<file path="config.mk">
export PLATFORM = sky130hd
export DESIGN_NAME = fxp_mac_cell
export DESIGN_NICKNAME = d
export VERILOG_FILES = /design/src/rtl/fxp_mac_pkg.sv /design/src/rtl/fxp_fa_row.sv /design/src/rtl/fxp_pp_matrix.sv /design/src/rtl/fxp_mac_array.sv /design/src/rtl/fxp_mac_cell.sv
export SDC_FILE = /design/constraint.sdc
export NUM_CORES = 1
export LEC_CHECK = 0
export ABC_CLOCK_PERIOD_IN_PS = 9750
export CAP_MARGIN = 20
export CORE_MARGIN = 3
export CORE_UTILIZATION = 50
export CTS_BUF_LIST = sky130_fd_sc_hd__clkbuf_8
export DETAILED_ROUTE_END_ITERATION = 8
export PLACE_DENSITY = 0.76
export SYNTH_ARGS = -nofsm -noshare
export SYNTH_HDL_FRONTEND = slang
export SYNTH_SLANG_ARGS = --single-unit
</file>
<file path="constraint.sdc">
create_clock -name clk -period 9.75 [get_ports clk]
set_clock_uncertainty 0.05 [all_clocks]
set_input_delay 1.95 -clock clk [delete_from_list [all_inputs] [get_ports clk]]
set_output_delay 1.95 -clock clk [all_outputs]
set_load 0.02 [all_outputs]
</file>
<file path="src/rtl/fxp_mac_pkg.sv">
package fxp_mac_pkg;

    // One-bit full adder: sum output
    function automatic logic fa_sum(input logic a, input logic b, input logic c);
        return a ^ b ^ c;
    endfunction

    // One-bit full adder: majority carry
    function automatic logic fa_carry(input logic a, input logic b, input logic c);
        return (a & b) | (b & c) | (a & c);
    endfunction

endpackage

</file>
<file path="src/rtl/fxp_fa_row.sv">
// One row of full adders, rippling carries; the carry out of the top is dropped (modulo 2^LEN).
module fxp_fa_row
    import fxp_mac_pkg::*;
#(
    parameter int unsigned LEN = 16
) (
    input  logic [LEN-1:0] a,
    input  logic [LEN-1:0] b,
    output logic [LEN-1:0] s
);
    logic [LEN-1:0] cy;

    assign cy[0] = 1'b0;

    for (genvar k = 0; k < LEN; k++) begin : g_bit
        assign s[k] = fa_sum(a[k], b[k], cy[k]);
        if (k < LEN - 1) begin : g_cy
            assign cy[k+1] = fa_carry(a[k], b[k], cy[k]);
        end
    end
endmodule

</file>
<file path="src/rtl/fxp_pp_matrix.sv">
// Partial-product rows with sign correction: bits pairing exactly one sign bit are inverted,
// and constant ones are placed at columns WIDTH and 2*WIDTH-1 (carried in row 0).
module fxp_pp_matrix #(
    parameter int unsigned WIDTH = 8,
    localparam int unsigned PW   = 2 * WIDTH
) (
    input  logic [WIDTH-1:0]       mcand,
    input  logic [WIDTH-1:0]       mplier,
    output logic [WIDTH-1:0][PW-1:0] rows
);
    always_comb begin
        rows = '0;
        for (int i = 0; i < int'(WIDTH); i++) begin
            for (int j = 0; j < int'(WIDTH); j++) begin
                logic pp;
                pp = mcand[j] & mplier[i];
                if ((i == int'(WIDTH) - 1) != (j == int'(WIDTH) - 1)) begin
                    pp = ~pp;
                end
                rows[i][i+j] = pp;
            end
        end
        rows[0][WIDTH]  = 1'b1;
        rows[0][PW-1]   = 1'b1;
    end
endmodule

</file>
<file path="src/rtl/fxp_mac_array.sv">
// Chains WIDTH-1 full-adder rows for the product, then one more row that adds the aligned addend.
module fxp_mac_array #(
    parameter int unsigned WIDTH = 8,
    localparam int unsigned PW   = 2 * WIDTH
) (
    input  logic [WIDTH-1:0] op_x,
    input  logic [WIDTH-1:0] op_y,
    input  logic [WIDTH-1:0] op_z,
    output logic [PW-1:0]    sum
);
    logic [WIDTH-1:0][PW-1:0] pp_rows;
    logic [PW-1:0]            acc [WIDTH];
    logic [PW-1:0]            z_aligned;

    fxp_pp_matrix #(.WIDTH(WIDTH)) pp_i (
        .mcand  (op_x),
        .mplier (op_y),
        .rows   (pp_rows)
    );

    assign acc[0] = pp_rows[0];

    for (genvar r = 1; r < WIDTH; r++) begin : g_row
        fxp_fa_row #(.LEN(PW)) row_i (
            .a (acc[r-1]),
            .b (pp_rows[r]),
            .s (acc[r])
        );
    end

    // Addend sits at the product's binary point: shifted up by WIDTH-1, sign extended by one bit.
    assign z_aligned = {op_z[WIDTH-1], op_z, {(WIDTH-1){1'b0}}};

    fxp_fa_row #(.LEN(PW)) add_row_i (
        .a (acc[WIDTH-1]),
        .b (z_aligned),
        .s (sum)
    );
endmodule

</file>
<file path="src/rtl/fxp_mac_cell.sv">
module fxp_mac_cell #(
    parameter int unsigned WIDTH = 8
) (
    input  logic                    clk,
    input  logic                    rst,
    input  logic signed [WIDTH-1:0] in_x,
    input  logic signed [WIDTH-1:0] in_y,
    input  logic signed [WIDTH-1:0] in_z,
    output logic signed [WIDTH-1:0] out_x,
    output logic signed [WIDTH-1:0] out_y,
    output logic signed [WIDTH-1:0] out_w
);
    localparam int unsigned PW = 2 * WIDTH;

    typedef struct packed {
        logic [WIDTH-1:0] x_in;
        logic [WIDTH-1:0] y_in;
        logic [WIDTH-1:0] z_in;
        logic [WIDTH-1:0] x_out;
        logic [WIDTH-1:0] y_out;
        logic [WIDTH-1:0] w_out;
    } cell_state_t;

    cell_state_t   state_d, state_q;
    logic [PW-1:0] sum_full;
    logic          unused_sum_bits;

    fxp_mac_array #(.WIDTH(WIDTH)) array_i (
        .op_x (state_q.x_in),
        .op_y (state_q.y_in),
        .op_z (state_q.z_in),
        .sum  (sum_full)
    );

    // Top guard bit and the low fraction bits are discarded by truncation.
    assign unused_sum_bits = ^{sum_full[PW-1], sum_full[WIDTH-2:0]};

    always_comb begin
        state_d = state_q;
        if (rst) begin
            state_d = '0;
        end else begin
            state_d.x_in  = in_x;
            state_d.y_in  = in_y;
            state_d.z_in  = in_z;
            state_d.x_out = state_q.x_in;
            state_d.y_out = state_q.y_in;
            state_d.w_out = sum_full[PW-2:WIDTH-1];
        end
    end

    always_ff @(posedge clk) begin
        state_q <= state_d;
    end

    assign out_x = state_q.x_out;
    assign out_y = state_q.y_out;
    assign out_w = state_q.w_out;
endmodule

</file>
==> results of run 1 <==
[state kept, by name (all words and copies together), names as in the netlist]
register  count
out_x         8
out_y         8
state_q      24
out_w         8
[placed cells by master (no fill, tap or decap), drive strengths merged]
cell	count
fa	53
clkdlybuf4s50	48
dfxtp	48
nor2b	47
and2	36
inv	31
nand2	21
buf	7
clkbuf	6
nand3b	4
ha	3
nor2	2
clkinv	2
xnor2	2
nand4	1
xnor3	1
[worst paths after layout]
| path | cells past startpoint | start | end | slack [ps] |
|---|---|---|---|---|
| min reg2reg | 1 | state_q[46] | out_x[6] | 530 |
| max | 26 | state_q[33] | out_w[7] | 320 |
| min | 1 | state_q[46] | out_x[6] | 530 |
| max reg2reg | 26 | state_q[33] | out_w[7] | 320 |
[what timing repair did]
item | in CTS | in global routing
gates resized for setup | 6 | 16
setup endpoints to repair | 1 | 2
pin swaps | 2 | 12
[worst max-delay path, stage by stage, from the launching register on]
cell                      delay [ps]
sky130_fd_sc_hd__dfxtp_2         360
sky130_fd_sc_hd__nand4_1         120
sky130_fd_sc_hd__fa_2            350
sky130_fd_sc_hd__fa_1            360
sky130_fd_sc_hd__inv_1            80
sky130_fd_sc_hd__fa_1            440
sky130_fd_sc_hd__fa_2            360
sky130_fd_sc_hd__fa_1            490
sky130_fd_sc_hd__fa_2            410
sky130_fd_sc_hd__fa_1            430
sky130_fd_sc_hd__fa_1            380
sky130_fd_sc_hd__fa_1            380
sky130_fd_sc_hd__fa_1            540
sky130_fd_sc_hd__fa_2            460
sky130_fd_sc_hd__fa_2            380
sky130_fd_sc_hd__fa_2            560
sky130_fd_sc_hd__inv_1            50
sky130_fd_sc_hd__fa_1            430
sky130_fd_sc_hd__fa_1            480
sky130_fd_sc_hd__inv_1            60
sky130_fd_sc_hd__fa_2            390
sky130_fd_sc_hd__fa_2            400
sky130_fd_sc_hd__fa_1            510
sky130_fd_sc_hd__fa_2            400
sky130_fd_sc_hd__xnor2_2         150
sky130_fd_sc_hd__xnor3_1         240
sky130_fd_sc_hd__nor2_1           90
[logic make-up after synthesis]
group,after synthesis
buf+inv,38
simple gates,111
xor+xnor,3
fa+ha+maj,56
flops,48
[area by class of cell]
type / instances / area share [%]
Clock buffer: 6 / 2.28
Clock inverter: 2 / 0.276
Inverter: 31 / 3.21
Multi-Input combinational cell: 170 / 50.6
Sequential cell: 48 / 26.6
Tap cell: 72 / 2.48
Timing Repair Buffer: 55 / 14.6
[routing by layer]
| layer | GRT usage, % | up-vias |
|---|---|---|
| met3 | 5.10 | 6 |
| met2 | 29.3 | 36 |
| met5 | 0 | - |
| li1 | - | 851 |
| met1 | 16.5 | 852 |
| met4 | 3.99 | 0 |
[metrics by stage]
| step | cells | power [mW] | setup TNS [ps] |
|---|---|---|---|
| 4_1_cts | 384 | 0.541 | 0 |
| 3_3_place_gp | 376 | 0.415 | -41.1 |
| 3_5_place_dp | 376 | 0.421 | -215 |
| 5_1_grt | 384 | 0.584 | 0 |
| 2_1_floorplan | 256 | 0.356 | 0 |
| 6_report | 384 | 0.535 | 0 |
[where the power goes]
group / switching (mW) / internal (mW) / total [mW] / leakage (nW)
Combinational: 0.0875 / 0.0992 / 0.187 / 1.06
Clock: 0.0625 / 0.0566 / 0.119 / 0.0510
Sequential: 0.0113 / 0.218 / 0.229 / 0.399
Total: 0.161 / 0.373 / 0.535 / 1.51
==> impl_metrics.py, run 1 <==
metrics = {
    "global_routing": {
        "pin_count_of_the_biggest_net_entering_global_routing": 49,
        "grt_pass1_vias": 1853,
        "globalRouteOverflowTotal": 0,
        "globalRouteTotalUtil_pct": 15.5,
        "antenna_found_initial": 0,
        "grt_pass1_wl_um": 7780,
    },
    "outcome": {
        "status": "completed",
    },
    "sta": {
        "timing_worst_slew_pin_value_ps": 767,
        "setup_slack_ps": 320,
        "fin_crit_sh_pct": 96.7,
        "finalMaxSlewViolations": 0,
        "finalSetupViolCount": 0,
        "grt_setup_unrepaired": "no",
        "timing_hold_violations_final": 0,
        "max_freq_mhz": 106,
        "layout_min_cycle_time_ps": 9430,
        "timing.max_slew.rel_slack_pct": 48.8,
        "hold-worst-slack_ps": 532,
    },
    "drt": {
        "final_antenna_net_count": 0,
        "post_drt_via_cell_ratio": 4.54,
        "highest-signal-layer": "met4",
        "wirelength_um": 4290,
        "wl_per_cell_um": 11.2,
        "via_count": 1745,
        "routedLengthMet1_um": 1590,
        "detailroute.wirelength.met3_um": 241,
        "remaining_drc_errors": 0,
        "routed-wl-met2_um": 2400,
        "first_pass_drt_iterations": 4,
        "initialDrtViolationCount": 36,
    },
    "cts": {
        "ctsHoldBuffers": 0,
        "path_clk_slew_ps": 80,
        "htreeDepth": 2,
        "cts_setup_buffers": 0,
        "clockBufferDepth": 2,
        "cts_tree": "built",
        "clock_sink_count": 48,
        "total_clock_buffers_created_by_cts": 5,
        "clock_latency_ps": 300,
        "cts-root-buf": "sky130_fd_sc_hd__clkbuf_8",
    },
    "synth": {
        "synth_fa_ha_area_share_pct": 37.9,
        "synth_nets": 338,
        "synth.area.top_cells": "sky130_fd_sc_hd__fa_1 37%, sky130_fd_sc_hd__dfxtp_1 33%, sky130_fd_sc_hd__nor2b_1 10%, sky130_fd_sc_hd__and2_1 7.8%, sky130_fd_sc_hd__inv_1 4.0%",
        "synth.yosys.seq_area_share_pct": 33.2,
        "synth_top_cell_by_area": "sky130_fd_sc_hd__fa_1",
        "synthArstFlopShare_pct": 0,
        "syn_area_mm2": 0.00290,
        "synth-edff-count": 0,
        "distinct_cells_synth": 15,
        "synth_seq_cells": 48,
        "synth_area_in_compound_gates_pct": 0,
        "synthesized_instance_count": 256,
        "netlist.area_leader.share_pct": 36.6,
        "synth_top_family_by_area": "adder cells",
        "synth_top_flop_cell": "sky130_fd_sc_hd__dfxtp_1",
        "most_frequent_cell_after_synthesis": "sky130_fd_sc_hd__fa_1",
        "synth_mux_area_share_pct": 0,
        "yosysWarningCount": 0,
        "synthTopCellsByCount": "53 x sky130_fd_sc_hd__fa_1, 48 x sky130_fd_sc_hd__dfxtp_1, 47 x sky130_fd_sc_hd__nor2b_1, 36 x sky130_fd_sc_hd__and2_1, 31 x sky130_fd_sc_hd__inv_1",
        "synthesis.area_per_instance_um2": 11.3,
        "synth_xor_area_share_pct": 1.64,
        "yosys.area_share.simple_pct": 22.2,
    },
    "place": {
        "portBuffers": 49,
        "gpl.final_weighted_congestion": 0.726,
        "hpwl_um": 3560,
        "dpl-instance-area_mm2": 0.00349,
        "worst_slack_at_placement_ps": -215,
    },
    "cells_and_area": {
        "ff_latch_area_um2": 965,
        "final_net_count": 393,
        "insertedDiodeCount": 0,
        "drive_above_1_share_pct": 12.8,
        "multiInputGateArea_mm2": 0.00184,
        "area_growth_pct": 25.3,
        "fillerInstances": 457,
        "finalCoreUtilization_pct": 65.5,
        "postLayoutCellArea_mm2": 0.00363,
    },
    "floorplan": {
        "core_region_area_mm2": 0.00554,
        "start_util_pct": 52.3,
        "die_area_mm2": 0.00674,
        "die-height_um": 82.1,
        "fp-row-count": 27,
        "num_io_pins": 50,
        "chipWidth_um": 82.1,
    },
    "setup_path": {
        "crit_path_end_kind": "flip-flop",
        "setup.worst_path.class": "reg -> reg",
        "critPathRequiredTime_ps": 9940,
        "timing.critical_path.from_type": "flip-flop",
        "crit_path_max_fanout": 4,
        "worst_ep_arrival_time_ps": 9620,
    },
    "power_and_ir_drop": {
        "power_leakage_nw": 1.51,
        "ir_drop_worst_vdd_uv": 90.3,
        "power_density_mw_per_mm2": 147,
    },
    "min_path": {
        "min_path_type": "reg -> reg",
    },
    "run": {
        "max_cap_violations": 0,
    },
}
No activity file was read; power rests on OpenSTA's default activity.
==> inputs of run 2 (changes only) <==
- MAX_ROUTING_LAYER: default -> met4
==> run 2 against run 1 <==
  * Sequential power about the same
  * Flip-flop and latch count stayed put
  * Non-clock buffer count did not move
  * Worst hold slack worse by 1.4 ps
  * Critical endpoint unchanged
  * Largest cell class unchanged
==> impl_metrics.py, run 2 (synthesis gave the netlist of run 1 again) <==
metrics = {
    "outcome": {
        "status": "completed",
    },
    "cts": {
        "total_clock_buffers_created_by_cts": 5,
        "clock_sink_count": 48,
        "cts_tree": "built",
        "cts_setup_buffers": 0,
        "cts-root-buf": "sky130_fd_sc_hd__clkbuf_8",
        "clockBufferDepth": 2,
        "htreeDepth": 2,
        "ctsHoldBuffers": 0,
        "path_clk_slew_ps": 80,
        "clock_latency_ps": 300,
    },
    "sta": {
        "setup_slack_ps": 320,
        "timing_worst_slew_pin_value_ps": 777,
        "finalSetupViolCount": 0,
        "finalMaxSlewViolations": 0,
        "timing_hold_violations_final": 0,
        "fin_crit_sh_pct": 96.7,
        "max_freq_mhz": 106,
        "totalNegativeSetupSlack_ps": 0,
        "layout_min_cycle_time_ps": 9430,
        "grt_setup_unrepaired": "no",
        "timing.max_slew.rel_slack_pct": 48.2,
    },
    "setup_path": {
        "crit_path_slowest_cell": "sky130_fd_sc_hd__fa_2",
        "timing.critical_path.from_type": "flip-flop",
        "setup.worst_path.class": "reg -> reg",
        "ff2ff_path_depth": 26,
        "crit_path_max_fanout": 4,
        "crit_path_end_kind": "flip-flop",
        "reg2reg_to": "out_w[7]",
        "reg2reg_from": "state_q[33]",
        "reg2reg_setup_slack_ps": 320,
        "critPathRequiredTime_ps": 9940,
        "worst_ep_arrival_time_ps": 9620,
        "critical_path.most_common_cell": "sky130_fd_sc_hd__fa_1",
        "worst_path_dominant_cell_family": "adder cells",
        "crit_path_max_incr_delay_ps": 560,
        "worstPathBufferInverterCount": 3,
    },
    "drt": {
        "wirelength_um": 4300,
        "via_count": 1751,
        "remaining_drc_errors": 0,
        "final_antenna_net_count": 0,
        "post_drt_via_cell_ratio": 4.56,
        "wl_per_cell_um": 11.2,
        "first_pass_drt_iterations": 4,
        "initialDrtViolationCount": 39,
    },
    "floorplan": {
        "core_region_area_mm2": 0.00554,
        "num_io_pins": 50,
        "die_area_mm2": 0.00674,
        "chipWidth_um": 82.1,
        "start_util_pct": 52.3,
        "fp-row-count": 27,
        "die-height_um": 82.1,
    },
    "min_path": {
        "min_to": "out_x[4]",
        "worst_hold_startpoint": "state_q[44]",
        "min_delay_path_depth": 1,
        "min_path_type": "reg -> reg",
    },
    "place": {
        "hpwl_um": 3560,
        "portBuffers": 49,
        "gpl.final_weighted_congestion": 0.735,
        "worst_slack_at_placement_ps": -215,
        "cell_count_post_placement": 376,
    },
    "global_routing": {
        "grt_pass1_wl_um": 7780,
        "grt_pass1_vias": 1856,
        "pin_count_of_the_biggest_net_entering_global_routing": 49,
        "globalRouteOverflowTotal": 0,
        "antenna_found_initial": 0,
        "globalRouteTotalUtil_pct": 16.0,
    },
    "cells_and_area": {
        "drive_above_1_share_pct": 12.8,
        "largest_reg_flops": 24,
        "insertedDiodeCount": 0,
        "layout.cells.most_common_list": "48 x sky130_fd_sc_hd__clkdlybuf4s50_1, 47 x sky130_fd_sc_hd__nor2b_1, 45 x sky130_fd_sc_hd__dfxtp_1, 36 x sky130_fd_sc_hd__and2_1, 35 x sky130_fd_sc_hd__fa_1",
        "leading_cell_type_in_the_layout_fill_and_taps_excluded": "sky130_fd_sc_hd__clkdlybuf4s50_1",
        "final_cell_count_no_fill": 384,
        "area_growth_pct": 25.3,
        "registers.top_by_ff_count": "state_q",
        "final_net_count": 393,
        "finalCoreUtilization_pct": 65.5,
    },
    "power_and_ir_drop": {
        "power_density_mw_per_mm2": 147,
        "ir_drop_worst_vdd_uv": 90.4,
        "power_leakage_nw": 1.51,
    },
    "run": {
        "max_cap_violations": 0,
    },
}
run 2: cell counts in the layout (fill, tap and decap cells not counted):
Identical to the previous run, type by type.
run 2: worst register-to-register path, delay by kind of cell, from the launching register on:
kind / cells / cell delay (ps)
fa+ha+maj: 19 / 8150
flops: 1 / 360
simple gates: 2 / 210
xor+xnor: 2 / 390
buf+inv: 3 / 190
run 2: worst max path at each step:
stage | from | endpoint | depth (start not counted)
global route | state_q[33] | out_w[7] | 26
floorplan | state_q[40] | out_w[7] | 27
CTS | state_q[33] | out_w[7] | 26
global placement | state_q[32] | out_w[7] | 26
finish | state_q[33] | out_w[7] | 26
detailed placement | state_q[33] | out_w[7] | 26
run 2: final cells by class:
class                      instances  area [um2]
inverter                          31         116
clock inverter                     2        10.0
fill                             457        1910
clock buffer                       6        82.6
multi-input combinational        170        1840
sequential                        48         965
tap                               72        90.1
timing repair buffer              55         531
run 2: power by group:
| part | switching, mW | internal, mW | total [mW] |
|---|---|---|---|
| logic | 0.0875 | 0.0993 | 0.187 |
| clock network | 0.0628 | 0.0566 | 0.119 |
| registers | 0.0114 | 0.218 | 0.229 |
| total | 0.162 | 0.374 | 0.535 |
run 2: metrics by stage:
| step | hold slack, ps | instance area, um2 | power [mW] |
|---|---|---|---|
| final | 531 | 3630 | 0.535 |
| after global routing | 564 | 3630 | 0.584 |
| after CTS | 540 | 3590 | 0.541 |
| after detailed placement | 528 | 3490 | 0.421 |
| after global placement | 517 | 3490 | 0.415 |
| after floorplan | 454 | 2900 | 0.356 |
run 2: per-layer routing:
metal | GRT usage (%) | wire, um | vias up | part of all wire [%]
li1 | - | - | 851 | -
met5 | - | 0 | - | 0
met2 | 29.3 | 2410 | 36 | 56
met3 | 5.10 | 241 | 6 | 5.6
met4 | 3.99 | 50 | 0 | 1.2
met1 | 16.5 | 1600 | 858 | 37
run 2: what timing repair did:
| action | CTS | global route |
|---|---|---|
| endpoints found under the setup margin | 1 | 2 |
| resized for setup | 6 | 16 |
| pin swaps | 2 | 12 |
| cloned | 0 | 0 |
==> inputs of run 3 (changes only) <==
- CORE_MARGIN: 3 -> 2
- TNS_END_PERCENT: default -> 20
==> run 3 against run 2 <==
  * Non-clock buffer count stayed put
  * Flip-flop and latch count did not move
  * Setup slack improved by 29 ps
  * Critical path depth unchanged
  * Wire length grew 0.93%
  * Cell count unchanged
  * Via count shrank 0.57%
  * Register-to-register slack improved by 30 ps
  * Sequential share of layout area decreased by 0.37 points
  * Total power rose by 4.4%
  * Sequential power about the same
  * Global-route usage decreased by 0.099 points
  * Critical path type unchanged
  * Largest power group unchanged
==> impl_metrics.py, run 3 (synthesis gave the netlist of run 1 again) <==
metrics = {
    "outcome": {
        "status": "completed",
    },
    "cells_and_area": {
        "registers.top_by_ff_count": "state_q",
        "layout.cells.most_common_list": "48 x sky130_fd_sc_hd__clkdlybuf4s50_1, 47 x sky130_fd_sc_hd__nor2b_1, 45 x sky130_fd_sc_hd__dfxtp_1, 36 x sky130_fd_sc_hd__and2_1, 32 x sky130_fd_sc_hd__fa_2",
        "largest_reg_flops": 24,
        "fillerInstances": 422,
        "finalCoreUtilization_pct": 66.4,
        "insertedDiodeCount": 0,
        "final_net_count": 393,
        "final_cell_count_no_fill": 384,
        "leading_cell_type_in_the_layout_fill_and_taps_excluded": "sky130_fd_sc_hd__clkdlybuf4s50_1",
        "drive_above_1_share_pct": 18.3,
        "area_growth_pct": 27.1,
    },
    "setup_path": {
        "crit_path_max_incr_delay_ps": 560,
        "critical_path.most_common_cell": "sky130_fd_sc_hd__fa_2",
        "worst_ep_arrival_time_ps": 9520,
        "crit_path_end_kind": "flip-flop",
        "setup.worst_path.class": "reg -> reg",
        "critPathRequiredTime_ps": 9870,
        "crit_path_slowest_cell": "sky130_fd_sc_hd__fa_1",
        "timing.critical_path.from_type": "flip-flop",
        "crit_path_max_fanout": 4,
    },
    "cts": {
        "cts_tree": "built",
        "path_clk_slew_ps": 90,
        "clock_sink_count": 48,
        "total_clock_buffers_created_by_cts": 5,
        "cts-root-buf": "sky130_fd_sc_hd__clkbuf_8",
        "clockBufferDepth": 2,
        "clock_latency_ps": 300,
        "htreeDepth": 2,
    },
    "global_routing": {
        "pin_count_of_the_biggest_net_entering_global_routing": 49,
        "grt_pass1_vias": 1764,
        "globalRouteTotalUtil_pct": 15.9,
        "grtUsageMet1_pct": 17.6,
        "globalRoute.busiestLayer": "met2",
        "grt_pass1_wl_um": 7440,
        "antenna_found_initial": 0,
        "grt_use_met2_pct": 27.8,
        "global_route.usage.met3_pct": 4.72,
        "globalRouteOverflowTotal": 0,
    },
    "power_and_ir_drop": {
        "power_switching_uw": 164,
        "combinationalPowerShare_pct": 33.8,
        "power.sequential.fraction_pct": 41.0,
        "internal_power_uw": 394,
        "power_leakage_nw": 1.50,
        "ir_drop_worst_vdd_uv": 109,
        "clock_power_share_pct": 25.2,
        "power_density_mw_per_mm2": 152,
        "netSwitchingFraction_pct": 29.4,
    },
    "floorplan": {
        "die_area_mm2": 0.00642,
        "fp-row-count": 27,
        "chipWidth_um": 80.1,
        "start_util_pct": 52.3,
        "core_region_area_mm2": 0.00554,
        "num_io_pins": 50,
        "die-height_um": 80.1,
    },
    "drt": {
        "remaining_drc_errors": 0,
        "wl_per_cell_um": 11.3,
        "final_antenna_net_count": 0,
        "post_drt_via_cell_ratio": 4.53,
        "wirelength_um": 4340,
        "first_pass_drt_iterations": 4,
        "initialDrtViolationCount": 54,
        "via_count": 1741,
    },
    "place": {
        "hpwl_um": 3490,
        "gpl.final_weighted_congestion": 0.720,
        "portBuffers": 49,
        "cell_count_post_placement": 376,
    },
    "sta": {
        "finalMaxSlewViolations": 0,
        "grt_setup_unrepaired": "no",
        "finalSetupViolCount": 0,
        "timing_worst_slew_pin_value_ps": 796,
        "timing.max_slew.rel_slack_pct": 47.0,
        "max_freq_mhz": 106,
        "totalNegativeSetupSlack_ps": 0,
        "fin_crit_sh_pct": 96.4,
        "timing_hold_violations_final": 0,
        "layout_min_cycle_time_ps": 9400,
    },
    "min_path": {
        "min_path_type": "reg -> reg",
    },
    "run": {
        "max_cap_violations": 0,
    },
}
==> run 3: cell count changes in the layout (fill, tap and decap cells not counted), sizes merged <==
cell,previous run,this run
bufinv,0,1
clkbuf,6,5
clkinv,2,1
clkinvlp,0,1
==> run 3: per-layer routing <==
metal / share of wire [%] / vias up / routed length (um)
met5: 0 / - / 0
met4: 1.4 / 0 / 60
met3: 4.0 / 6 / 172
met2: 55 / 36 / 2400
met1: 39 / 849 / 1710
li1: - / 850 / -
==> run 3: critical path, delay by kind of cell, from the launching register on <==
kind | cells | cell delay, ps
xor+xnor | 2 | 340
fa+ha+maj | 19 | 8170
buf+inv | 3 | 170
flops | 1 | 360
simple gates | 2 | 180
==> run 3: power by group through the flow <==
stage                     Clock, mW  Combinational, mW  Sequential (mW)
after CTS                     0.144              0.190            0.229
after global placement            0              0.182            0.233
after detailed placement          0              0.186            0.234
after global routing          0.154              0.216            0.231
after floorplan                   0              0.104            0.251
final                         0.141              0.189            0.229
==> run 3: path summary, 6_finish.rpt <==
kind	startpoint	endpoint	slack, ps	cells past startpoint
hold / removal	state_q[44]	out_x[4]	530	1
hold reg to reg	state_q[44]	out_x[4]	530	1
setup reg to reg	state_q[33]	out_w[7]	350	26
setup / recovery	state_q[33]	out_w[7]	350	26
==> run 3: cell type report <==
class	instances	area, um2	share of cell area, %
multi-input cells	170	1870	50.7
clock inverters	3	42.5	1.16
repair buffers	55	531	14.4
well taps	72	90.1	2.45
inverters	31	116	3.16
clock buffers	5	68.8	1.87
flip-flops and latches	48	965	26.2
==> run 3: stage by stage <==
stage / power [mW] / setup WS (ps) / area, um2 / hold WS, ps
global placement: 0.415 / -44.7 / 3490 / 517
CTS: 0.564 / 16.1 / 3630 / 533
detailed placement: 0.420 / -228 / 3490 / 522
floorplan: 0.356 / 23.9 / 2900 / 454
global route: 0.602 / 48.1 / 3680 / 545
finish: 0.559 / 349 / 3680 / 527
==> run 3: what timing repair did <==
item / in CTS / in global routing
setup endpoints to repair: 1 / 1
gates resized for setup: 12 / 27
hold buffers: 0 / 0
buffers inserted: 0 / 0
pin swaps: 7 / 27
